$ cat config.mk
export PLATFORM = sky130hd
export DESIGN_NAME = randword_mmio
export DESIGN_NICKNAME = d
export VERILOG_FILES = /design/src/rtl/randword_pkg.sv /design/src/rtl/randword_lfsr.sv /design/src/rtl/randword_pacer.sv /design/src/rtl/randword_fifo.sv /design/src/rtl/randword_mmio.sv
export SDC_FILE = /design/constraint.sdc
export NUM_CORES = 1
export LEC_CHECK = 0
export BUFFER_PORTS_ARGS = -buffer_cell sky130_fd_sc_hd__buf_2
export CAP_MARGIN = 20
export CORE_MARGIN = 8
export CORE_UTILIZATION = 25
export CTS_CLUSTER_DIAMETER = 30
export CTS_CLUSTER_SIZE = 24
export DETAILED_ROUTE_END_ITERATION = 12
export GPL_ROUTABILITY_DRIVEN = 0
export PLACE_DENSITY = 0.38
export RECOVER_POWER = 25
export SLEW_MARGIN = 20
export SYNTH_ARGS = -nofsm -noshare
export SYNTH_HDL_FRONTEND = slang
export SYNTH_SLANG_ARGS = --single-unit
$ cat constraint.sdc
create_clock -name clk -period 9.3 [get_ports clk]
set_clock_uncertainty 0.1 [all_clocks]
set_input_delay 2.79 -clock clk [delete_from_list [all_inputs] [get_ports clk]]
set_output_delay 2.79 -clock clk [all_outputs]
set_load 0.005 [all_outputs]
$ cat src/rtl/randword_pkg.sv
package randword_pkg;
  localparam int unsigned REG_CTRL   = 32'h00;
  localparam int unsigned REG_STATUS = 32'h04;
  localparam int unsigned REG_DATA   = 32'h08;
  localparam int unsigned REG_MASK   = 32'h10;
  localparam int unsigned WORD_W     = 32;
  localparam int unsigned COUNT_LSB  = 24;
  localparam int unsigned COUNT_W    = 8;

  function automatic logic [WORD_W-1:0] galois_next(input logic [WORD_W-1:0] s,
                                                     input logic [WORD_W-1:0] taps);
    logic [WORD_W-1:0] n;
    n = s >> 1;
    if (s[0]) n = n ^ taps;
    return n;
  endfunction
endpackage

$ cat src/rtl/randword_lfsr.sv
module randword_lfsr #(
  parameter int unsigned W    = 32,
  parameter logic [W-1:0] TAPS = 32'h80200003,
  parameter logic [W-1:0] SEED = 32'hACE12468
) (
  input  logic         clk,
  input  logic         rst,
  input  logic         adv_i,
  output logic [W-1:0] state_o
);
  logic [W-1:0] state_q;

  always_ff @(posedge clk) begin
    if (rst) state_q <= SEED;
    else if (adv_i) state_q <= randword_pkg::galois_next(state_q, TAPS);
  end

  assign state_o = state_q;

  AST_LFSR_NONZERO: assert property (@(posedge clk) disable iff (rst) state_q != '0);
  AST_LFSR_HOLD: assert property (@(posedge clk) disable iff (rst) !adv_i |=> $stable(state_q));
endmodule

$ cat src/rtl/randword_pacer.sv
module randword_pacer #(
  parameter int unsigned PERIOD = 32,
  parameter int unsigned WARM_W = 32
) (
  input  logic              clk,
  input  logic              rst,
  input  logic              en_i,
  input  logic              load_i,
  input  logic [WARM_W-1:0] load_val_i,
  input  logic              room_i,
  output logic              push_o,
  output logic              warm_done_o
);
  localparam int unsigned PH_W = (PERIOD > 1) ? $clog2(PERIOD) : 1;
  localparam logic [PH_W-1:0] PH_LAST = PH_W'(PERIOD - 1);

  logic [PH_W-1:0]   phase_q;
  logic [WARM_W-1:0] warm_q;
  logic              tick;

  assign tick = en_i && (phase_q == PH_LAST);

  always_ff @(posedge clk) begin
    if (rst) phase_q <= '0;
    else if (en_i) phase_q <= (phase_q == PH_LAST) ? '0 : phase_q + 1'b1;
  end

  always_ff @(posedge clk) begin
    if (rst) warm_q <= '0;
    else if (load_i) warm_q <= load_val_i;
    else if (tick && (warm_q != '0)) warm_q <= warm_q - 1'b1;
  end

  assign warm_done_o = (warm_q == '0);
  assign push_o      = tick && warm_done_o && room_i;

  AST_WARM_COUNTDOWN: assert property (@(posedge clk) disable iff (rst)
    (tick && !warm_done_o && !load_i) |=> (warm_q == $past(warm_q) - 1'b1));
  AST_PHASE_HOLD: assert property (@(posedge clk) disable iff (rst)
    !en_i |=> $stable(phase_q));
endmodule

$ cat src/rtl/randword_fifo.sv
module randword_fifo #(
  parameter int unsigned DEPTH = 16,
  parameter int unsigned W     = 32
) (
  input  logic             clk,
  input  logic             rst,
  input  logic             push_i,
  input  logic [W-1:0]     din_i,
  input  logic             pop_i,
  output logic [W-1:0]     head_o,
  output logic [$clog2(DEPTH+1)-1:0] count_o
);
  localparam int unsigned PTR_W = $clog2(DEPTH);
  localparam int unsigned CNT_W = $clog2(DEPTH+1);
  localparam logic [PTR_W-1:0] PTR_LAST = PTR_W'(DEPTH - 1);
  localparam logic [CNT_W-1:0] CNT_FULL = CNT_W'(DEPTH);

  logic [W-1:0]     mem [DEPTH];
  logic [PTR_W-1:0] wr_q, rd_q;
  logic [CNT_W-1:0] cnt_q;
  logic             do_pop;

  assign do_pop = pop_i && (cnt_q != '0);

  always_ff @(posedge clk) begin
    if (push_i) mem[wr_q] <= din_i;
  end

  always_ff @(posedge clk) begin
    if (rst) begin
      wr_q  <= '0;
      rd_q  <= '0;
      cnt_q <= '0;
    end else begin
      if (push_i) wr_q <= (wr_q == PTR_LAST) ? '0 : wr_q + 1'b1;
      if (do_pop) rd_q <= (rd_q == PTR_LAST) ? '0 : rd_q + 1'b1;
      case ({push_i, do_pop})
        2'b10:   cnt_q <= cnt_q + 1'b1;
        2'b01:   cnt_q <= cnt_q - 1'b1;
        default: cnt_q <= cnt_q;
      endcase
    end
  end

  assign head_o  = (cnt_q != '0) ? mem[rd_q] : '0;
  assign count_o = cnt_q;

  AST_FIFO_BOUND: assert property (@(posedge clk) disable iff (rst) cnt_q <= CNT_FULL);
  AST_NO_OVERFLOW: assert property (@(posedge clk) disable iff (rst) push_i |-> (cnt_q != CNT_FULL));
  AST_EMPTY_POP: assert property (@(posedge clk) disable iff (rst)
    (pop_i && !push_i && (cnt_q == '0)) |=> (cnt_q == '0));
endmodule

$ cat src/rtl/randword_mmio.sv
module randword_mmio #(
  parameter int unsigned ADDR_W      = 8,
  parameter int unsigned FIFO_DEPTH  = 16,
  parameter int unsigned TICK_PERIOD = 32,
  parameter int unsigned WARM_W      = 32,
  parameter logic [31:0] LFSR_SEED   = 32'hACE12468,
  parameter logic [31:0] LFSR_TAPS   = 32'h80200003
) (
  input  logic              clk,
  input  logic              rst,
  input  logic              bus_valid,
  input  logic              bus_write,
  input  logic [ADDR_W-1:0] bus_addr,
  input  logic [31:0]       bus_wdata,
  output logic [31:0]       bus_rdata,
  output logic              irq
);
  import randword_pkg::*;

  localparam int unsigned CNT_W = $clog2(FIFO_DEPTH+1);
  localparam logic [CNT_W-1:0] CNT_FULL = CNT_W'(FIFO_DEPTH);

  logic             en_q, mask_q;
  logic             sel_ctrl, sel_status, sel_data, sel_mask;
  logic             wr_ctrl, wr_status, wr_mask, rd_data;
  logic [31:0]      lfsr_word, fifo_head;
  logic [CNT_W-1:0] fifo_count;
  logic             fifo_push, warm_done;
  logic [COUNT_W-1:0] count_field;

  assign sel_ctrl   = (bus_addr == ADDR_W'(REG_CTRL));
  assign sel_status = (bus_addr == ADDR_W'(REG_STATUS));
  assign sel_data   = (bus_addr == ADDR_W'(REG_DATA));
  assign sel_mask   = (bus_addr == ADDR_W'(REG_MASK));

  assign wr_ctrl   = bus_valid && bus_write && sel_ctrl;
  assign wr_status = bus_valid && bus_write && sel_status;
  assign wr_mask   = bus_valid && bus_write && sel_mask;
  assign rd_data   = bus_valid && !bus_write && sel_data;

  always_ff @(posedge clk) begin
    if (rst) begin
      en_q   <= 1'b0;
      mask_q <= 1'b0;
    end else begin
      if (wr_ctrl) en_q   <= bus_wdata[0];
      if (wr_mask) mask_q <= bus_wdata[0];
    end
  end

  randword_lfsr #(.W(32), .TAPS(LFSR_TAPS), .SEED(LFSR_SEED)) u_lfsr (
    .clk(clk), .rst(rst), .adv_i(en_q), .state_o(lfsr_word)
  );

  randword_pacer #(.PERIOD(TICK_PERIOD), .WARM_W(WARM_W)) u_pacer (
    .clk(clk), .rst(rst), .en_i(en_q), .load_i(wr_status),
    .load_val_i(bus_wdata[WARM_W-1:0]), .room_i(fifo_count != CNT_FULL),
    .push_o(fifo_push), .warm_done_o(warm_done)
  );

  randword_fifo #(.DEPTH(FIFO_DEPTH), .W(32)) u_fifo (
    .clk(clk), .rst(rst), .push_i(fifo_push), .din_i(lfsr_word),
    .pop_i(rd_data), .head_o(fifo_head), .count_o(fifo_count)
  );

  assign count_field = COUNT_W'(fifo_count);

  always_comb begin
    bus_rdata = '0;
    if (sel_ctrl)        bus_rdata = {31'b0, en_q};
    else if (sel_status) bus_rdata = {count_field, {COUNT_LSB{1'b0}}};
    else if (sel_data)   bus_rdata = fifo_head;
    else if (sel_mask)   bus_rdata = {31'b0, mask_q};
  end

  assign irq = (fifo_count != '0) && warm_done && !mask_q;

  AST_PUSH_NEEDS_EN: assert property (@(posedge clk) disable iff (rst) fifo_push |-> en_q);
  AST_IRQ_MASKED: assert property (@(posedge clk) disable iff (rst) mask_q |-> !irq);
  AST_EMPTY_READ_ZERO: assert property (@(posedge clk) disable iff (rst)
    (sel_data && (fifo_count == '0)) |-> (bus_rdata == '0));
endmodule

==> impl_metrics.json <==
{
  "status": "finished clean",
  "dp_cells": 2559,
  "fin_cells": 2822,
  "wl_um": 64400,
  "core-area_mm2": 0.0949,
  "seqPwrFrac_pct": 36.7,
  "r2r-end": "u_fifo.count_o[4]$_SDFFE_PP0P_",
  "ff2ff_path_depth": 13,
  "timing.fmax_mhz": 134,
  "reg2reg_slack_ns": 4.58,
  "synth_warnings": 0,
  "multi_input_area_mm2": 0.00647,
  "die-area_mm2": 0.106,
  "total_power_mw": 7.86,
  "syn_area_per_cell_um2": 18.8,
  "nFillCells": 9152,
  "yosys-mux-area-fraction_pct": 16.2,
  "syn_to_final_growth_pct": 28.6,
  "yosys.area_share.simple_pct": 6.17,
  "first_global_vias": 14200,
  "combPwrFrac_pct": 0.4,
  "p_sw_share_pct": 20.4,
  "path_clk_slew_ns": 0.04,
  "num_antenna_cells": 0,
  "fin_crit_ns": 7.44,
  "drive_gt1_share_pct": 33.3,
  "htree_num_levels": 4,
  "dr.pass1.iters": 5,
  "ys_seq_elements": 600,
  "setup_viol_count_final": 0,
  "layout_commonest_cell": "edfxtp_1",
  "drt-initial-drc-count": 854,
  "slew_headroom_pct": 32.5,
  "synth-compound-area-share_pct": 3.50,
  "start_kind": "input pin",
  "synth_cells": 1272,
  "dp_hpwl_um": 31000,
  "worstPathArrival_ns": 4.55,
  "cp.required_ns": 6.41,
  "async_flop_share_pct": 0,
  "start_util_pct": 25.2,
  "wire_per_inst_um": 22.8,
  "worstSkewPairLatency_ns": 0.70,
  "switchingPower_mw": 1.60,
  "grt_overflow_total": 0,
  "finalCritPeriodShare_pct": 80.0,
  "synth_top_family_by_area": "multiplexers",
  "finalHoldViolCount": 0,
  "cts_setup_buffers": 0,
  "utilization_pct": 32.4,
  "grt_start_max_net_pins": 84,
  "pin_count": 77,
  "clock_path_buffers": 3,
  "fin_tns_setup_ns": 0,
  "synth-main-ff-cell": "edfxtp_1",
  "ys_types": 53,
  "cts_buffers": 143,
  "cts_sinks": 600,
  "seq_area_mm2": 0.0172,
  "p_leak_nw": 9.96,
  "synthAdderAreaFrac_pct": 0.628,
  "tightest_slew_ns": 1.01,
  "post_cts_resized": 0,
  "postCtsHoldBufs": 0,
  "drv_slew": 0,
  "via_per_inst": 4.58,
  "dieWidth_um": 325,
  "cts_tree": "done",
  "fin_hold_ws_ns": 0.401,
  "ys_seq_area_share_pct": 71.7,
  "track_usage_pct": 12.1,
  "final_cell_mix": "512 x edfxtp_1, 160 x mux4_2, 144 x clkbuf_16",
  "syn_nets": 1328,
  "nets": 1495,
  "reg2reg_from": "en_q$_SDFFE_PP0P_",
  "max_cap_viol_count": 0,
  "whs_path_depth": 2,
  "grt_pass1_wl_um": 94700,
  "vias": 12900,
  "vdd_drop_max_v": 0.000137,
  "worstSetupPathType": "input pin to primary output",
  "synth_edf_count": 512,
  "hold_class": "flop to flop",
  "root_buffer": "clkbuf_16",
  "port-buffer-count": 76,
  "die_y_um": 325,
  "ant_nets": 0,
  "rsz0062_at_grt": "no",
  "drc": 0,
  "hp-start": "u_fifo.rd_q[0]$_SDFFE_PP0P_",
  "clkPwrFrac_pct": 62.9,
  "p_int_mw": 6.26,
  "netlist_area_mm2": 0.0239,
  "num_rows": 113,
  "critPathMaxFanout": 29,
  "power_density_mw_per_mm2": 256,
  "cp-end-kind": "primary output",
  "synthXorXnorAreaFrac_pct": 0.330,
  "grt_antenna_before_repair": 1
}
layout make-up:
cell class | instances | area share [%]
repair buffers | 100 | 1.91
clock buffers | 184 | 12.5
multi-input cells | 582 | 21.0
flip-flops and latches | 600 | 55.8
well taps | 1265 | 5.15
clock inverters | 79 | 3.51
inverters | 12 | 0.146
registers in the layout, indices dropped and copies added, names as in the netlist, named ones only:
signal,flops
u_lfsr.state_o,32
u_fifo.rd_q,4
u_fifo.count_o,5
u_pacer.phase_q,5
u_fifo.mem,512
u_pacer.warm_q,32
en_q,1
mask_q,1
u_fifo.wr_q,4
cells by family after synthesis:
logic type,count (synthesis)
XOR/XNOR,9
adder cells (fa/ha/maj),12
buffers and inverters,90
AO/OA/AOI/OAI,110
flip-flops,600
AND/OR/NAND/NOR,264
multiplexers,187
synthesized netlist by cell type, types with 2 or more instances:
cell,n,area share [%]
a21oi_1,12,0.25
clkbuf_1,62,0.97
nor2_1,80,1.3
a22o_1,6,0.22
nor2b_1,40,1.0
dfxtp_1,88,7.4
nor4_1,21,0.55
edfxtp_1,512,64
nor4b_1,2,0.073
or4_4,3,0.14
nand3b_1,2,0.063
nor3_1,6,0.13
mux4_2,160,15
ha_1,12,0.63
o22ai_1,2,0.052
or4_2,5,0.18
a211oi_1,4,0.13
nand4b_1,2,0.073
o31ai_1,14,0.44
or3_1,16,0.42
or4_1,21,0.66
a211o_1,13,0.48
o41ai_1,4,0.15
nand3_1,6,0.13
a21o_1,2,0.063
buf_1,14,0.22
xor2_1,5,0.18
or2_2,4,0.10
nand2b_1,3,0.079
nand4_1,5,0.13
and2_1,4,0.10
and3_1,22,0.58
a311oi_1,28,1.0
o21ai_0,15,0.31
buf_6,2,0.094
o31a_2,2,0.084
nand2_1,17,0.27
inv_1,12,0.19
xnor2_1,4,0.15
mux2i_1,27,1.1
critical path: stages:
cell and delay, ns:
buf_2 0.10, nor4_1 0.27, nand2_1 0.16, or3_2 0.51, buf_4 0.31, nor2b_1 0.21
buf_2 0.14
metal layers:
metal  part of all wire, %  vias to the layer above  global-route usage (%)
met4                   1.6                        0                    3.84
met2                    49                      308                    19.9
met3                   4.4                       91                    3.00
li1                      -                     5666                       -
met1                    45                     6858                    15.6
met5                     0                        -                       0
stage by stage:
stage	instance area (um^2)	setup slack [ns]
floorplan	23900	2.29
global placement	25800	1.80
detailed placement	25800	1.81
CTS	30700	1.81
global route	30700	1.68
finish	30700	1.86
power by group through the flow:
| stage | registers (mW) | logic (mW) | clock network, mW |
|---|---|---|---|
| CTS | 2.89 | 0.0284 | 5.06 |
| detailed placement | 2.93 | 0.0283 | 0 |
| floorplan | 2.93 | 0.0109 | 0 |
| finish | 2.89 | 0.0280 | 4.95 |
| global route | 2.88 | 0.0304 | 5.21 |
| global placement | 2.93 | 0.0282 | 0 |
worst max-delay path by stage:
stage                            from       endpoint  slack [ns]  cells past startpoint
after global routing      bus_addr[2]  bus_rdata[11]        1.68                      7
after CTS                 bus_addr[2]  bus_rdata[11]        1.81                      7
after floorplan           bus_addr[2]  bus_rdata[10]        2.29                      6
after detailed placement  bus_addr[2]  bus_rdata[11]        1.81                      7
after global placement    bus_addr[2]   bus_rdata[0]        1.80                      7
final                     bus_addr[2]  bus_rdata[11]        1.86                      7
Power figures use the tool's default switching activity.
